### config.mk
export PLATFORM = sky130hd
export DESIGN_NAME = hs_bottleneck_mon
export DESIGN_NICKNAME = d
export VERILOG_FILES = /design/src/rtl/hbm_pkg.sv /design/src/rtl/hbm_window_timer.sv /design/src/rtl/hbm_link_counter.sv /design/src/rtl/hbm_analyzer.sv /design/src/rtl/hs_bottleneck_mon.sv
export SDC_FILE = /design/constraint.sdc
export NUM_CORES = 2
export LEC_CHECK = 0
export ABC_AREA = 0
export BUFFER_PORTS_ARGS = -buffer_cell sky130_fd_sc_hd__buf_2
export CELL_PAD_IN_SITES_DETAIL_PLACEMENT = 0
export CELL_PAD_IN_SITES_GLOBAL_PLACEMENT = 1
export CORE_ASPECT_RATIO = 0.7
export CORE_UTILIZATION = 49
export CTS_BUF_LIST = sky130_fd_sc_hd__clkbuf_16
export DETAILED_ROUTE_END_ITERATION = 7
export PLACE_DENSITY = 0.91
export REMOVE_ABC_BUFFERS = 1
export SKIP_LAST_GASP = 1
export SYNTH_ARGS = -nofsm -noshare
export SYNTH_HDL_FRONTEND = slang
export SYNTH_SLANG_ARGS = --single-unit
### constraint.sdc
create_clock -name clk -period 8.6 [get_ports clk]
set_clock_uncertainty 0.1 [all_clocks]
set_input_delay 2.15 -clock clk [delete_from_list [all_inputs] [get_ports clk]]
set_output_delay 2.15 -clock clk [all_outputs]
set_load 0.03 [all_outputs]
### src/rtl/hbm_pkg.sv
package hbm_pkg;
  // Index of each per-link event counter inside a link counter bank.
  localparam int NUM_CTR = 7;
  localparam int CTR_V   = 0;  // valid high
  localparam int CTR_R   = 1;  // ready high
  localparam int CTR_X   = 2;  // beat completed
  localparam int CTR_CS  = 3;  // consumer-limited stall
  localparam int CTR_PS  = 4;  // producer-limited stall
  localparam int CTR_FF  = 5;  // buffer full
  localparam int CTR_FE  = 6;  // buffer empty

  typedef enum logic {
    STALL_UP   = 1'b0,
    STALL_DOWN = 1'b1
  } stall_dir_e;
endpackage

### src/rtl/hbm_window_timer.sv
module hbm_window_timer #(
  parameter int WIN_W = 16
) (
  input  logic             clk,
  input  logic             rst_n,
  input  logic [WIN_W-1:0] win_len,
  output logic             win_end,
  output logic             snap_vld,
  output logic [WIN_W-1:0] snap_len
);
  logic [WIN_W-1:0] cyc;
  logic [WIN_W-1:0] len_eff;
  logic [WIN_W:0]   cyc_p1;

  assign len_eff = (win_len < WIN_W'(2)) ? WIN_W'(2) : win_len;
  assign cyc_p1  = {1'b0, cyc} + 1'b1;
  assign win_end = (cyc_p1 >= {1'b0, len_eff});

  always_ff @(posedge clk or negedge rst_n) begin
    if (!rst_n) begin
      cyc      <= '0;
      snap_len <= '0;
      snap_vld <= 1'b0;
    end else begin
      snap_vld <= win_end;
      if (win_end) begin
        cyc      <= '0;
        snap_len <= cyc_p1[WIN_W-1:0];
      end else begin
        cyc <= cyc_p1[WIN_W-1:0];
      end
    end
  end
endmodule

### src/rtl/hbm_link_counter.sv
module hbm_link_counter
  import hbm_pkg::*;
#(
  parameter int CNT_W      = 16,
  parameter int FIFO_DEPTH = 8,
  parameter int FILL_W     = 4
) (
  input  logic                       clk,
  input  logic                       rst_n,
  input  logic                       valid,
  input  logic                       ready,
  input  logic [FILL_W-1:0]          fill,
  input  logic                       win_end,
  output logic [NUM_CTR*CNT_W-1:0]   snap
);
  logic [NUM_CTR-1:0] evt;

  always_comb begin
    evt         = '0;
    evt[CTR_V]  = valid;
    evt[CTR_R]  = ready;
    evt[CTR_X]  = valid & ready;
    evt[CTR_CS] = valid & ~ready;
    evt[CTR_PS] = ~valid & ready;
    evt[CTR_FF] = (fill == FILL_W'(FIFO_DEPTH));
    evt[CTR_FE] = (fill == '0);
  end

  // One saturating counter per event class; the last window cycle is folded
  // into the snapshot while the live value restarts from zero.
  for (genvar k = 0; k < NUM_CTR; k++) begin : g_ctr
    logic [CNT_W-1:0] live;
    logic [CNT_W-1:0] nxt;

    assign nxt = (evt[k] && (live != {CNT_W{1'b1}})) ? live + 1'b1 : live;

    always_ff @(posedge clk or negedge rst_n) begin
      if (!rst_n) begin
        live                  <= '0;
        snap[k*CNT_W +: CNT_W] <= '0;
      end else if (win_end) begin
        live                  <= '0;
        snap[k*CNT_W +: CNT_W] <= nxt;
      end else begin
        live <= nxt;
      end
    end
  end
endmodule

### src/rtl/hbm_analyzer.sv
module hbm_analyzer
  import hbm_pkg::*;
#(
  parameter int NUM_LINKS = 3,
  parameter int CNT_W     = 16,
  parameter int WIN_W     = 16,
  parameter int IDX_W     = 2
) (
  input  logic                       clk,
  input  logic                       rst_n,
  input  logic                       snap_vld,
  input  logic [3:0]                 thresh,
  input  logic [WIN_W-1:0]           snap_len,
  input  logic [NUM_LINKS*CNT_W-1:0] s_v,
  input  logic [NUM_LINKS*CNT_W-1:0] s_r,
  input  logic [NUM_LINKS*CNT_W-1:0] s_x,
  input  logic [NUM_LINKS*CNT_W-1:0] s_cs,
  input  logic [NUM_LINKS*CNT_W-1:0] s_ps,
  input  logic [NUM_LINKS*CNT_W-1:0] s_ff,
  input  logic [NUM_LINKS*CNT_W-1:0] s_fe,
  output logic                       done,
  output logic [WIN_W-1:0]           res_window,
  output logic [NUM_LINKS*CNT_W-1:0] res_v,
  output logic [NUM_LINKS*CNT_W-1:0] res_r,
  output logic [NUM_LINKS*CNT_W-1:0] res_x,
  output logic [NUM_LINKS*CNT_W-1:0] res_cs,
  output logic [NUM_LINKS*CNT_W-1:0] res_ps,
  output logic [CNT_W-1:0]           res_sust,
  output logic                       res_found,
  output logic [IDX_W-1:0]           res_link,
  output logic                       res_down,
  output logic [NUM_LINKS-1:0]       res_full,
  output logic [NUM_LINKS-1:0]       res_empty
);
  localparam int EW = ((CNT_W > WIN_W) ? CNT_W : WIN_W) + 5;

  logic [CNT_W-1:0]     bnd [NUM_LINKS];
  logic [NUM_LINKS-1:0] full_c, empty_c;
  logic [EW-1:0]        share_lim;

  assign share_lim = EW'(thresh) * EW'(snap_len);

  for (genvar i = 0; i < NUM_LINKS; i++) begin : g_link
    logic [CNT_W-1:0] v, r;
    assign v      = s_v[i*CNT_W +: CNT_W];
    assign r      = s_r[i*CNT_W +: CNT_W];
    assign bnd[i] = (v < r) ? v : r;
    assign full_c[i]  = (thresh != 4'd0) &&
                        (EW'({s_ff[i*CNT_W +: CNT_W], 4'b0000}) >= share_lim);
    assign empty_c[i] = (thresh != 4'd0) &&
                        (EW'({s_fe[i*CNT_W +: CNT_W], 4'b0000}) >= share_lim);
  end

  logic [IDX_W-1:0] best_i;
  logic [CNT_W-1:0] best_b;
  logic [CNT_W-1:0] sust;
  logic [CNT_W-1:0] cs_sel, ps_sel;
  logic             eff_ok;
  stall_dir_e       dir;

  always_comb begin
    best_i = '0;
    best_b = bnd[0];
    sust   = s_x[0 +: CNT_W];
    for (int i = 1; i < NUM_LINKS; i++) begin
      if (bnd[i] < best_b) begin
        best_b = bnd[i];
        best_i = IDX_W'(i);
      end
      if (s_x[i*CNT_W +: CNT_W] < sust) sust = s_x[i*CNT_W +: CNT_W];
    end
  end

  assign cs_sel = s_cs[best_i*CNT_W +: CNT_W];
  assign ps_sel = s_ps[best_i*CNT_W +: CNT_W];
  assign dir    = (cs_sel > ps_sel) ? STALL_DOWN : STALL_UP;
  assign eff_ok = (EW'(sust) * EW'(10)) >= (EW'(snap_len) * EW'(9));

  always_ff @(posedge clk or negedge rst_n) begin
    if (!rst_n) begin
      done       <= 1'b0;
      res_window <= '0;
      res_v      <= '0;
      res_r      <= '0;
      res_x      <= '0;
      res_cs     <= '0;
      res_ps     <= '0;
      res_sust   <= '0;
      res_found  <= 1'b0;
      res_link   <= '0;
      res_down   <= 1'b0;
      res_full   <= '0;
      res_empty  <= '0;
    end else begin
      done <= snap_vld;
      if (snap_vld) begin
        res_window <= snap_len;
        res_v      <= s_v;
        res_r      <= s_r;
        res_x      <= s_x;
        res_cs     <= s_cs;
        res_ps     <= s_ps;
        res_sust   <= sust;
        res_found  <= ~eff_ok;
        res_link   <= eff_ok ? '0 : best_i;
        res_down   <= eff_ok ? 1'b0 : (dir == STALL_DOWN);
        res_full   <= full_c;
        res_empty  <= empty_c;
      end
    end
  end
endmodule

### src/rtl/hs_bottleneck_mon.sv
module hs_bottleneck_mon
  import hbm_pkg::*;
#(
  parameter int NUM_LINKS  = 3,
  parameter int CNT_W      = 16,
  parameter int WIN_W      = 16,
  parameter int FIFO_DEPTH = 8,
  parameter int FILL_W     = $clog2(FIFO_DEPTH + 1),
  parameter int IDX_W      = (NUM_LINKS > 1) ? $clog2(NUM_LINKS) : 1
) (
  input  logic                           clk,
  input  logic                           rst_n,
  input  logic [WIN_W-1:0]               win_len,
  input  logic [3:0]                     fifo_thresh,
  input  logic [NUM_LINKS-1:0]           link_valid,
  input  logic [NUM_LINKS-1:0]           link_ready,
  input  logic [NUM_LINKS*FILL_W-1:0]    link_fill,
  output logic                           done,
  output logic [WIN_W-1:0]               res_window,
  output logic [NUM_LINKS*CNT_W-1:0]     res_valid_cyc,
  output logic [NUM_LINKS*CNT_W-1:0]     res_ready_cyc,
  output logic [NUM_LINKS*CNT_W-1:0]     res_xfers,
  output logic [NUM_LINKS*CNT_W-1:0]     res_cons_stall,
  output logic [NUM_LINKS*CNT_W-1:0]     res_prod_stall,
  output logic [CNT_W-1:0]               res_sustained,
  output logic                           res_found,
  output logic [IDX_W-1:0]               res_link,
  output logic                           res_downstream,
  output logic [NUM_LINKS-1:0]           res_fifo_full,
  output logic [NUM_LINKS-1:0]           res_fifo_empty
);
  logic             win_end, snap_vld;
  logic [WIN_W-1:0] snap_len;

  logic [NUM_LINKS*CNT_W-1:0] s_v, s_r, s_x, s_cs, s_ps, s_ff, s_fe;

  hbm_window_timer #(.WIN_W(WIN_W)) u_timer (
    .clk      (clk),
    .rst_n    (rst_n),
    .win_len  (win_len),
    .win_end  (win_end),
    .snap_vld (snap_vld),
    .snap_len (snap_len)
  );

  for (genvar i = 0; i < NUM_LINKS; i++) begin : g_bank
    logic [NUM_CTR*CNT_W-1:0] snap;

    hbm_link_counter #(
      .CNT_W      (CNT_W),
      .FIFO_DEPTH (FIFO_DEPTH),
      .FILL_W     (FILL_W)
    ) u_cnt (
      .clk     (clk),
      .rst_n   (rst_n),
      .valid   (link_valid[i]),
      .ready   (link_ready[i]),
      .fill    (link_fill[i*FILL_W +: FILL_W]),
      .win_end (win_end),
      .snap    (snap)
    );

    assign s_v [i*CNT_W +: CNT_W] = snap[CTR_V *CNT_W +: CNT_W];
    assign s_r [i*CNT_W +: CNT_W] = snap[CTR_R *CNT_W +: CNT_W];
    assign s_x [i*CNT_W +: CNT_W] = snap[CTR_X *CNT_W +: CNT_W];
    assign s_cs[i*CNT_W +: CNT_W] = snap[CTR_CS*CNT_W +: CNT_W];
    assign s_ps[i*CNT_W +: CNT_W] = snap[CTR_PS*CNT_W +: CNT_W];
    assign s_ff[i*CNT_W +: CNT_W] = snap[CTR_FF*CNT_W +: CNT_W];
    assign s_fe[i*CNT_W +: CNT_W] = snap[CTR_FE*CNT_W +: CNT_W];
  end

  hbm_analyzer #(
    .NUM_LINKS (NUM_LINKS),
    .CNT_W     (CNT_W),
    .WIN_W     (WIN_W),
    .IDX_W     (IDX_W)
  ) u_ana (
    .clk        (clk),
    .rst_n      (rst_n),
    .snap_vld   (snap_vld),
    .thresh     (fifo_thresh),
    .snap_len   (snap_len),
    .s_v        (s_v),
    .s_r        (s_r),
    .s_x        (s_x),
    .s_cs       (s_cs),
    .s_ps       (s_ps),
    .s_ff       (s_ff),
    .s_fe       (s_fe),
    .done       (done),
    .res_window (res_window),
    .res_v      (res_valid_cyc),
    .res_r      (res_ready_cyc),
    .res_x      (res_xfers),
    .res_cs     (res_cons_stall),
    .res_ps     (res_prod_stall),
    .res_sust   (res_sustained),
    .res_found  (res_found),
    .res_link   (res_link),
    .res_down   (res_downstream),
    .res_full   (res_fifo_full),
    .res_empty  (res_fifo_empty)
  );
endmodule

Yosys cells after proc, flatten, opt, wreduce, memory -nomap -nowiden
Index checks and enable logic that the tools add are counted.
- input bits: 40
- output and inout port bits: 283
- flip-flop bits (word level): 988
- equality and inequality tests: 24
- $lt $le $gt $ge: 17
- multiplexer cells: 55
- shifts and indexed selects: 2
- bitwise gates (word level): 16
- multipliers: 3
- $add $sub $neg: 22
- reduce and logical (&&, ||, !) cells: 31
- operator list (operator ; number):
    16-bit 2-to-1 mux ; 50
    16-bit by 1-bit adder with 16-bit output (second input constant) ; 21
    16-bit inequality test (second input constant) ; 21
    20-bit greater-or-equal comparator ; 7
    16-bit < comparator ; 7
    48-bit by 7-bit indexed part select with 16-bit output ; 2
    1-bit logical AND ; 27
    16-bit by 4-bit multiplier with 20-bit output (second input constant) ; 1
    4-bit by 16-bit multiplier with 20-bit output ; 1
    16-bit by 3-bit multiplier with 19-bit output (second input constant) ; 1
    16-bit by 1-bit adder with 17-bit output (second input constant) ; 1
    17-bit by 16-bit greater-or-equal comparator with 1-bit output ; 1
    16-bit greater-than comparator ; 1
    16-bit by 2-bit < comparator with 1-bit output (second input constant) ; 1
    4-bit == test (second input constant) ; 3
    4-bit logical NOT ; 3
    1-bit AND ; 9
    1-bit NOT ; 7
    2-bit 2-to-1 mux ; 2
    4-bit nonzero test ; 1
    1-bit 2-to-1 mux ; 3

Logic depth before layout (Yosys ltp)
- depth after elaboration: 10
- gate-level depth with buffers: 38
- depth with buffers taken out: 35

Modules after synthesis
From an unflattened synthesis, not the netlist that was laid out.
- cells, all modules: 5330
- area, all modules: 54049.3 um2
- by module, submodules not included (module ; cells an instance ; times used ; area each (um2) ; sequential area each (um2)):
    hbm_link_counter at g_bank[1].u_cnt ... ; 1082 ; 2 ; 10466.3 ; 5605.4
    hbm_analyzer ; 1894 ; 1 ; 20539.7 ; 7081.8
    hbm_link_counter at g_bank[0].u_cnt ; 1105 ; 1 ; 10623.9 ; 5605.4
    hbm_window_timer ; 167 ; 1 ; 1953.1 ; 825.8

Worst setup path before layout
OpenSTA, ideal clock, no wires.
- path kind: register -> register
- start: register g_bank[1].u_cnt.snap[2]
- end: register u_ana.res_down
- arrival: 7.302 ns
- library setup time: 0.141 ns
- buffers on the path: 3
- required time: 8.359 ns
- path slack: 1.057 ns
- cell stages (with the launch flop): 37
- cell sequence: dfrtp_1 ha_1 a211o_1 a31oi_1 o311ai_1 a211oi_2 clkbuf_1 nand2_1 o21ai_0 ha_1 a2111oi_0 o21ai_0 a221oi_1 o21ai_0 nor3_1 buf_2 nand2b_1 o21ai_0 ha_1 a21o_1 a21o_1 a21o_1 a211oi_1 nand2_1 a2111oi_4 o2bb2ai_2 buf_6 mux2i_1 ha_1 a21o_1 a21o_1 a211o_1 a21o_1 a21o_1 a21o_1 a211oi_1 o32ai_1
- cells in the longest elaborated chain, start to end: 10
- elaborated cells between the ends (all ways): 12
- classes of those cells: order compare: 4; shift: 2; mux: 6
- ends and longest elaborated chain (element ; RTL line ; source):
    start, declared ; hbm_link_counter.sv:14 ; output logic [NUM_CTR*CNT_W-1:0] snap
    start signal, assigned by index ; hbm_link_counter.sv:43 ; snap[k*CNT_W +: CNT_W] <= nxt;
    16-bit < comparator ; hbm_analyzer.sv:47 ; assign bnd[i] = (v < r) ? v : r;
    16-bit 2-to-1 mux (*) ; hbm_analyzer.sv:47 ;
    16-bit < comparator ; hbm_analyzer.sv:66 ; if (bnd[i] < best_b) begin
    16-bit 2-to-1 mux ; hbm_analyzer.sv:66 ;
    16-bit < comparator ; hbm_analyzer.sv:66 ;
    2-bit 2-to-1 mux (*) ; hbm_analyzer.sv:66 ;
    48-bit by 7-bit indexed part select with 16-bit output, on equally long branches ; hbm_analyzer.sv:74, hbm_analyzer.sv:75 ;
    16-bit greater-than comparator (*) ; hbm_analyzer.sv:76 ; assign dir = (cs_sel > ps_sel) ? STALL_DOWN : STALL_UP;
    1-bit 2-to-1 mux (*) ; hbm_analyzer.sv:76 ;
    1-bit 2-to-1 mux (*) ; hbm_analyzer.sv:106 ; res_down <= eff_ok ? 1'b0 : (dir == STALL_DOWN);
    end signal, assigned ; hbm_analyzer.sv:106 ;
    end, declared ; hbm_analyzer.sv:31 ; output logic res_down,
Mark *: on every way between the ends. The rest lies on a longest branch, timed or not.
A chain may end at the register's enable or synchronous reset.

Worst setup path after layout
Ends and elaborated chain as after synthesis.

==> results.cfg <==
[status]
status = finished clean

[timing]
timing.final.ws_setup_ns = 0.3459
fmax_mhz = 121.2
maxSlewViolCount = 0
fin_setup_tns_ns = 0
slew_headroom_pct = 22.83
fin_crit_ns = 8.254
setup_violations = 0
rsz0062_at_grt = yes
period_share_pct = 95.98
worstMarginPinSlew_ns = 1.158
hold_violations = 0

[global_routing]
grt_pass1_wl_um = 202700
grt_pass1_vias = 35710
grt_max_degree = 187
gr-total-overflow = 0
grtUsageTotal_pct = 23.91
antenna_found_initial = 3

[logic_synthesis]
synth_cell_type_count = 83
synth_compound_area_share_pct = 6.224
avgSynthCellArea_um2 = 10.79
synthAdderAreaFrac_pct = 9.612
synth.top_cell.area_share_pct = 47.48
netlist_area_mm2 = 0.05207
yosys.area_share.xor_xnor_pct = 6.173
ys_async_sr_fraction_pct = 100.0
synth_enable_flop_cells = 0
synth_area_leaders = dfrtp_1 47%, ha_1 8.5%, mux2i_1 8.2%
synth.largest_area_cell = dfrtp_1
postSynthCellCount = 4826
synth-main-ff-cell = dfrtp_1
ys_warn_count = 0
synthMuxAreaShare_pct = 14.01
yosys.area_share.simple_pct = 11.84
ys_ff_latch = 988
synth_top_family_by_area = multiplexers
yosysSeqAreaShare_pct = 47.48

[job]
maxCapViolCount = 0

[routing]
wl_per_cell_um = 19.26
ant_nets = 0
drc = 0
viasPerCell = 5.445
drt-total-wl_um = 128000
drt_first_pass_iters = 6
num_vias = 36190
drt_iter0_markers = 2691

[die]
std_cell_rows = 99
die_x_um = 391.6
initial_utilization_pct = 49.69
ios = 323
core_area_mm2 = 0.1048
dieArea_mm2 = 0.1076
dieHeight_um = 274.7

[clocking]
cts_num_sinks = 988
clock_latency_ns = 0.70
cts-root-buf = clkbuf_16
clk_pin_slew_ns = 0.07
clk_path_buf_depth = 3
tritoncts = done
cts_made_buffers = 98
htreeDepth = 3
hold_buffers = 0

[power_and_ir_drop]
switching_power_mw = 8.242
ir_worst_vdd_mv = 0.6104
power_frac_clock_pct = 21.6
finalPower_mw = 20.08
intPower_mw = 11.84
p_seq_share_pct = 27.2
switching_share_pct = 41.04
leakage_nw = 29.51
pwr_density_cell_mw_per_mm2 = 343.2
combPwrFrac_pct = 51.2

[hold_path]
hold_start = u_ana.res_x[38]$_DFFE_PN0P_
min_path_cells = 1
holdPathEnd = u_ana.res_x[38]$_DFFE_PN0P_
hold_path_class = reg2reg

[layout]
final_cell_mix = 987 x dfrtp_1, 505 x nor2_1, 471 x inv_1
final_nets = 5570
final_common_cell = dfrtp_1
syn_to_final_growth_pct = 12.38
fin_cells = 6646
drive_gt1_share_pct = 15.79
fillers = 9003
fin_util_pct = 55.84

[critical_path]
ff2ff_setup_slack_ns = 0.35
crit_top_cell = a21o_1
path_class = reg2reg
max_stage_delay_ns = 0.44
critPathMaxFanout = 18
endpoint_kind = flop
r2r_cells = 34
r2r-end = u_ana.res_down$_DFFE_PN0P_
critical_path_required_ns = 9.02
cp.arrival_ns = 8.68
rr_startpoint = g_bank[1].u_cnt.snap[2]$_DFFE_PN0N_
slowest_stage = a2111oi_2
start_kind = flop

[placed_design]
port_buffers = 322
post-place-ws_ns = 0.1516
hpwl_um = 92830
gp_congestion = 0.8910
dp.cells = 6460
==> registers in the layout, summed over array words and instances (netlist names) <==
register,cells
u_timer.snap_len,16
u_ana.res_cs,48
u_ana.res_sust,16
g_bank.u_cnt.snap,336
u_ana.res_empty,3
u_timer.snap_vld,1
u_ana.res_ps,48
u_ana.res_link,2
u_timer.cyc,16
u_ana.res_found,1
u_ana.res_window,16
u_ana.res_r,48
g_bank.u_cnt.g_ctr.live,336
u_ana.res_full,3
u_ana.res_x,48
u_ana.res_down,1
u_ana.done,1
u_ana.res_v,48
==> through the flow <==
step | hold WS (ns) | area (µm²)
final | 0.3991 | 58520
after floorplan | 0.3798 | 51330
after detailed placement | 0.3901 | 55280
after CTS | 0.4008 | 58470
after global placement | 0.3845 | 55280
after global routing | 0.4183 | 58510
==> routing by layer <==
layer	GRT usage, %	up-vias	part of all wire (%)
li1	-	17220	-
met1	36.42	17950	49
met2	35.20	855	43
met3	4.295	162	5.8
met4	5.633	0	2.1
met5	0	-	0
==> how the worst max path moves through the flow <==
stage | start | end | slack, ns | cells past startpoint
after floorplan | win_len[9] | u_timer.snap_len[10]$_DFFE_PN0N_ | -34.08 | 11
after global placement | g_bank[0].u_cnt.snap[23]$_DFFE_PN0N_ | u_ana.res_down$_DFFE_PN0P_ | 0.33 | 36
after detailed placement | g_bank[0].u_cnt.snap[23]$_DFFE_PN0N_ | u_ana.res_down$_DFFE_PN0P_ | 0.15 | 34
after CTS | g_bank[0].u_cnt.snap[23]$_DFFE_PN0N_ | u_ana.res_down$_DFFE_PN0P_ | 0.08 | 34
after global routing | g_bank[1].u_cnt.snap[26]$_DFFE_PN0N_ | u_ana.res_down$_DFFE_PN0P_ | -0.12 | 38
final | g_bank[1].u_cnt.snap[2]$_DFFE_PN0N_ | u_ana.res_down$_DFFE_PN0P_ | 0.35 | 34
==> power groups by stage <==
stage | clock network (mW) | logic, mW | registers (mW)
floorplan | 0 | 7.16 | 5.59
finish | 4.35 | 10.3 | 5.46
global route | 4.62 | 11.5 | 5.52
CTS | 4.43 | 10.2 | 5.45
global placement | 0 | 9.86 | 5.51
detailed placement | 0 | 10.1 | 5.53
==> synth_stat cells (68+ instances only) <==
cell     number
inv_1       448
xor2_1      211
buf_2        73
dfrtp_1     988
nor2_1      505
mux2i_1     426
and3_1       68
ha_1        352
xnor2_1     156
nand4_1     117
nand2_1     260
nand3_1     119
mux2_2      269
o21ai_0     112
a21oi_1     119
==> repair_timing <==
action	CTS	global route
gates resized for setup	0	6
endpoints found under the hold margin	0	0
buffers inserted	0	1
setup endpoints to repair	0	4
==> area by class of cell <==
type	instances	area (µm²)	area share, %
Antenna cell	1	2.502	0.004276
Clock buffer	100	2502	4.276
Clock inverter	83	693.2	1.185
Inverter	449	1685	2.880
Multi-Input combinational cell	3235	24990	42.70
Sequential cell	988	24730	42.26
Tap cell	1414	1769	3.023
Timing Repair Buffer	376	2152	3.678
==> worst max-delay path: cells and delay by family, from the launching register on <==
| family | cells | cell delay [ns] |
|---|---|---|
| compound gates | 25 | 5.26 |
| fa+ha+maj | 4 | 1.23 |
| buf+inv | 1 | 0.27 |
| flops | 1 | 0.41 |
| mux | 1 | 0.26 |
| simple gates | 3 | 0.51 |
==> cell families (layout without fill, tap and decap cells) <==
logic type	Yosys count	count (layout)
and+or+nand+nor	1306	1306
muxes	695	695
AOI/OAI and AO/OA	484	485
xor gates and xnor gates	367	367
buffers and inverters	604	1008
DFF	988	988
adders and majority gates	382	382
other	0	1
Note: power is estimated with default switching activity, not from simulation.
